<file path="config.mk">
export PLATFORM = sky130hd
export DESIGN_NAME = can_bit_timer
export DESIGN_NICKNAME = d
export VERILOG_FILES = /design/src/rtl/can_bt_pkg.sv /design/src/rtl/bt_prescaler.sv /design/src/rtl/bt_sampler.sv /design/src/rtl/bt_segmenter.sv /design/src/rtl/can_bit_timer.sv
export SDC_FILE = /design/constraint.sdc
export NUM_CORES = 1
export LEC_CHECK = 0
export BUFFER_PORTS_ARGS = -buffer_cell sky130_fd_sc_hd__buf_4
export CAP_MARGIN = 30
export CORE_MARGIN = 1
export CORE_UTILIZATION = 55
export DETAILED_ROUTE_END_ITERATION = 10
export GPL_TIMING_DRIVEN = 0
export PLACE_DENSITY = 0.79
export SYNTH_ARGS = -nofsm -noshare
export SYNTH_HDL_FRONTEND = slang
export SYNTH_SLANG_ARGS = --single-unit
</file>
<file path="constraint.sdc">
create_clock -name clk -period 4.45 [get_ports clk]
set_input_delay 0.2225 -clock clk [delete_from_list [all_inputs] [get_ports clk]]
set_output_delay 0.2225 -clock clk [all_outputs]
set_load 0.01 [all_outputs]
</file>
<file path="src/rtl/can_bt_pkg.sv">
package can_bt_pkg;
  typedef enum logic [1:0] {
    SEG_SYNC = 2'd0,
    SEG_ONE  = 2'd1,
    SEG_TWO  = 2'd2
  } seg_e;

  function automatic logic vote3(input logic a, input logic b, input logic c);
    return (a & b) | (a & c) | (b & c);
  endfunction
endpackage

</file>
<file path="src/rtl/bt_prescaler.sv">
module bt_prescaler #(
  parameter int PSC_W = 6
) (
  input  logic             clk,
  input  logic             rst,
  input  logic [PSC_W-1:0] psc_fld,
  output logic             tq_en
);
  localparam int CNT_W = PSC_W + 1;

  logic [CNT_W-1:0] cnt_q;
  logic [CNT_W-1:0] last_cnt;

  // a quantum spans 2*(P+1) clocks, so the last count is 2P+1
  assign last_cnt = {psc_fld, 1'b1};
  assign tq_en    = (cnt_q >= last_cnt);

  always_ff @(posedge clk) begin
    if (rst) cnt_q <= '0;
    else if (tq_en) cnt_q <= '0;
    else cnt_q <= cnt_q + 1'b1;
  end
endmodule

</file>
<file path="src/rtl/bt_sampler.sv">
module bt_sampler (
  input  logic clk,
  input  logic rst,
  input  logic tq_en,
  input  logic rx_line,
  output logic fall_seen,
  output logic voted
);
  import can_bt_pkg::*;

  logic hist1_q, hist2_q;

  assign fall_seen = tq_en && hist1_q && !rx_line;
  assign voted     = vote3(hist2_q, hist1_q, rx_line);

  always_ff @(posedge clk) begin
    if (rst) begin
      hist1_q <= 1'b1;
      hist2_q <= 1'b1;
    end else if (tq_en) begin
      hist1_q <= rx_line;
      hist2_q <= hist1_q;
    end
  end
endmodule

</file>
<file path="src/rtl/bt_segmenter.sv">
module bt_segmenter #(
  parameter int T1_W = 4,
  parameter int T2_W = 3,
  parameter int J_W  = 2
) (
  input  logic            clk,
  input  logic            rst,
  input  logic            tq_en,
  input  logic            fall_seen,
  input  logic [T1_W-1:0] t1_fld,
  input  logic [T2_W-1:0] t2_fld,
  input  logic [J_W-1:0]  jw_fld,
  output logic            at_sample,
  output logic            at_end
);
  import can_bt_pkg::*;

  localparam int LEN_W = ((T1_W > T2_W) ? T1_W : T2_W) + 2;

  seg_e             seg_q;
  logic [LEN_W-1:0] qcnt_q, len1_q, len2_q;
  logic             done_q;

  logic             adj;
  logic [LEN_W-1:0] jw, pos1, grow, rem, cut, len1_n, len2_n;

  always_comb begin
    adj    = fall_seen && !done_q;
    jw     = LEN_W'(jw_fld) + 1'b1;
    pos1   = qcnt_q + 1'b1;
    grow   = (pos1 < jw) ? pos1 : jw;
    rem    = len2_q - qcnt_q - 1'b1;
    cut    = (rem < jw) ? rem : jw;
    len1_n = len1_q + ((adj && seg_q == SEG_ONE) ? grow : '0);
    len2_n = len2_q - ((adj && seg_q == SEG_TWO) ? cut : '0);
    at_sample = tq_en && (seg_q == SEG_ONE) && (pos1 >= len1_n);
    at_end    = tq_en && (seg_q == SEG_TWO) && (pos1 >= len2_n);
  end

  always_ff @(posedge clk) begin
    if (rst) begin
      seg_q  <= SEG_SYNC;
      qcnt_q <= '0;
      len1_q <= '0;
      len2_q <= '0;
      done_q <= 1'b0;
    end else if (tq_en) begin
      case (seg_q)
        SEG_SYNC: begin
          seg_q  <= SEG_ONE;
          qcnt_q <= '0;
          len1_q <= LEN_W'(t1_fld) + 1'b1;
          len2_q <= LEN_W'(t2_fld) + 1'b1;
          done_q <= 1'b0;
        end
        SEG_ONE: begin
          len1_q <= len1_n;
          if (adj) done_q <= 1'b1;
          if (at_sample) begin
            seg_q  <= SEG_TWO;
            qcnt_q <= '0;
          end else qcnt_q <= pos1;
        end
        SEG_TWO: begin
          len2_q <= len2_n;
          if (adj) done_q <= 1'b1;
          if (at_end) begin
            seg_q  <= SEG_SYNC;
            qcnt_q <= '0;
          end else qcnt_q <= pos1;
        end
        default: seg_q <= SEG_SYNC;
      endcase
    end
  end
endmodule

</file>
<file path="src/rtl/can_bit_timer.sv">
module can_bit_timer #(
  parameter int PSC_W = 6,
  parameter int T1_W  = 4,
  parameter int T2_W  = 3,
  parameter int J_W   = 2
) (
  input  logic       clk,
  input  logic       rst,
  input  logic [7:0] cfg_t0,
  input  logic [7:0] cfg_t1,
  input  logic       rx_line,
  output logic       tq_tick,
  output logic       sample_stb,
  output logic       rx_bit,
  output logic       bit_end
);
  localparam int MODE_BIT = T1_W + T2_W;

  logic tq_en, fall_seen, voted, at_sample, at_end;

  bt_prescaler #(.PSC_W(PSC_W)) u_psc (
    .clk(clk), .rst(rst), .psc_fld(cfg_t0[PSC_W-1:0]), .tq_en(tq_en)
  );

  bt_sampler u_smp (
    .clk(clk), .rst(rst), .tq_en(tq_en), .rx_line(rx_line),
    .fall_seen(fall_seen), .voted(voted)
  );

  bt_segmenter #(.T1_W(T1_W), .T2_W(T2_W), .J_W(J_W)) u_seg (
    .clk(clk), .rst(rst), .tq_en(tq_en), .fall_seen(fall_seen),
    .t1_fld(cfg_t1[T1_W-1:0]), .t2_fld(cfg_t1[MODE_BIT-1:T1_W]),
    .jw_fld(cfg_t0[PSC_W+J_W-1:PSC_W]),
    .at_sample(at_sample), .at_end(at_end)
  );

  always_ff @(posedge clk) begin
    if (rst) begin
      tq_tick    <= 1'b0;
      sample_stb <= 1'b0;
      bit_end    <= 1'b0;
      rx_bit     <= 1'b1;
    end else begin
      tq_tick    <= tq_en;
      sample_stb <= at_sample;
      bit_end    <= at_end;
      if (at_sample) rx_bit <= cfg_t1[MODE_BIT] ? voted : rx_line;
    end
  end
endmodule

</file>
==> metrics.yaml <==
sta:
  slew_headroom_pct: 59.9
  maxSlewViolCount: 0
  tns_ns: -3.85
  fin_crit_sh_pct: 111
  hold_viol: 0
  setup_viol: 10
  fin_worst_skew_ns: 0.00627
  rsz0062_at_grt: "yes"
  postLayoutSetupSlackWorst_ns: -0.487
  fin_crit_ns: 4.94
  fmax_mhz: 203
  holdWs_ns: 0.173
  tightest_slew_ns: 0.602
cells_and_area:
  final_cell_area_um2: 3740
  diodes: 0
  final_cell_count_no_fill: 473
  syn_to_final_growth_pct: 31.7
  final_nets: 473
  drive_above_1_share_pct: 30.0
  n_fill_cell: 332
placed_design:
  portBuffers: 22
  dp_cells: 435
  placed_area_um2: 3140
  routabilityCongestion: 0.817
  dp.final_hpwl_um: 5020
flow_run:
  cap_violations: 0
status:
  violations: "negative setup slack"
  status: "finished, violations left"
pwr:
  p_int_uw: 531
  power.leakage_uw: 0.00161
  pwr-share-clk_pct: 41.3
  power.density_nw_per_um2: 195
  p_sw_uw: 198
  seqPwrFrac_pct: 42.8
  power_frac_comb_pct: 16.0
  ir_drop_mv: 0.233
  p_total_uw: 729
  p_sw_share_pct: 27.2
synth:
  synth_cell_type_count: 53
  syn_area_um2: 2840
  ys_seq_elements: 34
  synth-edff-count: 0
  synth_async_sr_flop_share_pct: 0
  syn_inst: 344
  yosys_warnings: 0
  yosysSeqAreaShare_pct: 24.0
  yosys-top-cells-area: "dfxtp_1 (24%), ha_1 (20%), a21oi_1 (4.9%), nor2_1 (4.6%), inv_1 (4.4%)"
  synth_top_cell_area_share_pct: 24.0
  synth_commonest_cells: "ha_1 (46), nor2_1 (35), dfxtp_1 (34), inv_1 (33), a21oi_1 (28)"
  synth.most_common_cell: "ha_1"
  synth.avg_cell_area_um2: 8.25
  synth_flop_cell: "dfxtp_1"
  yosys.area.top_type: "dfxtp_1"
drt:
  drt_pass1_iterations: 5
  drt_drc_violations_left: 0
  via_per_inst: 5.82
  wl_per_cell_um: 16.0
  routed_wl_um: 7570
  num_vias: 2751
  ant_nets: 0
  drt_iter0_markers: 160
floorplanning:
  placement_rows: 25
  core_area_um2: 4850
  dieHeight_um: 73.8
  num_io_pins: 23
  dieArea_um2: 5450
  die_w_um: 73.8
  start_util_pct: 58.5
global_route:
  grt_pass1_vias: 2571
  grt_antenna_before_repair: 0
  track_usage_pct: 28.3
  grt_pass1_wl_um: 11700
  grt_overflow_total: 0
  grt_max_degree: 13
critical_path:
  cp.required_ns: 4.63
  setup.worst_path.class: "reg -> reg"
  crit_arrival_ns: 5.12
  startpoint_type: "flop"
  path_max_fanout: 3
  endpoint_kind: "flop"
clock_tree:
  cts_root_buf: "clkbuf_8"
  cts_buffer_depth: 2
  cts_sinks: 34
  cts_buffers: 5
  cts.htree.levels: 2
  tritoncts: "done"
  path_clk_slew_ns: 0.08
  clock_latency_ns: 0.30
worst_hold_path:
  holdCritPathClass: "in -> reg"
==> placed cells by master (no fill, tap or decap), types with 4 or more instances in the layout <==
cell       instances
buf_6              5
buf_4             47
nor2_1            33
nand3_1           11
clkbuf_1           6
a21oi_1           23
clkbuf_8           5
a21oi_2            6
ha_4               4
xor2_1             7
o21ai_0            6
a211oi_1           6
nand2_1           23
o21ai_1            4
inv_2              4
inv_1             29
conb_1             4
xnor2_1            9
dfxtp_2            4
o2111ai_2          4
a21o_1             4
dfxtp_1           29
nand2b_1           4
ha_1              41
mux2i_1            8
nor3_1             4
==> kinds of logic after synthesis <==
kind of cell               share of synthesized area [%]
AOI/OAI and AO/OA                                   18.6
xor gates and xnor gates                            6.75
adders and majority gates                           22.4
buffers and inverters                               5.47
DFF                                                 24.0
muxes                                               3.57
other                                              0.265
and+or+nand+nor                                     19.0
==> layer usage <==
metal / share of wire (%) / vias to the layer above / GRT usage (%)
met5: 0 / - / 0
met2: 49 / 76 / 50.2
li1: - / 1334 / -
met1: 44 / 1320 / 33.2
met4: 2.4 / 0 / 11.1
met3: 4.5 / 21 / 5.62
==> worst paths after layout <==
kind | startpoint | to | slack, ns | cells after the start
worst max-delay path | u_seg.qcnt_q[0] | u_seg.seg_q[0] | -0.49 | 27
worst min-delay path | rx_line | u_smp.hist1_q | 0.17 | 3
worst max register to register | u_seg.qcnt_q[0] | u_seg.seg_q[0] | -0.49 | 27
worst min register to register | u_seg.done_q | u_seg.done_q | 0.48 | 2
==> power groups by stage <==
stage,Sequential [µW],Clock [µW],Combinational [µW]
floorplan,318,0,62.4
global placement,319,0,88.5
detailed placement,319,0,91.8
CTS,312,300,102
global route,312,309,128
finish,312,301,116
==> layout make-up <==
class | instances | area, µm² | share of cell area (%)
Sequential cell | 34 | 689 | 18.4
Inverter | 34 | 130 | 3.48
Timing Repair Buffer | 52 | 409 | 10.9
Tap cell | 67 | 83.8 | 2.24
Buffer | 7 | 30.0 | 0.803
Clock inverter | 3 | 43.8 | 1.17
Multi-Input combinational cell | 271 | 2280 | 61.1
Clock buffer | 5 | 68.8 | 1.84
==> per-stage QoR <==
step / utilization (%) / worst slack [ns]
finish: 77.1 / -0.487
global route: 77.1 / -0.693
CTS: 71.4 / -0.450
detailed placement: 64.8 / -0.558
global placement: 64.8 / -0.461
floorplan: - / -0.00751
==> repair_timing <==
item / 4_1_cts / 5_1_grt
buffers inserted: 14 / 16
hold endpoints to repair: 0 / 0
hold buffers: 0 / 0
pin swaps: 25 / 38
setup endpoints to repair: 11 / 11
resized for setup: 23 / 33
==> flip-flops by register name, summed over array words and instances, names as in the netlist, 2 cells and up <==
register and flops:
u_psc.cnt_q 7, u_seg.len1_q 6, u_seg.len2_q 6, u_seg.qcnt_q 6, u_seg.seg_q 2
==> worst max-delay path, cell delays in order (launching register included) <==
cell and delay [ns]:
dfxtp_4 0.36, inv_4 0.06, ha_4 0.13, inv_2 0.03, fa_2 0.52, inv_2 0.05
ha_4 0.20, o21ai_1 0.06, nand2b_1 0.08, a21oi_2 0.17, o221ai_2 0.17, nor2_4 0.19
mux2i_1 0.25, ha_2 0.23, inv_2 0.04, fa_2 0.35, a21oi_2 0.13, nor2_1 0.05
nor2_1 0.12, xor2_1 0.23, ha_1 0.29, a21o_1 0.22, a221oi_4 0.34, buf_4 0.18
buf_6 0.08, a221oi_2 0.05, mux2i_1 0.17, nor2_1 0.05
Note: power is estimated with default switching activity, not from simulation.
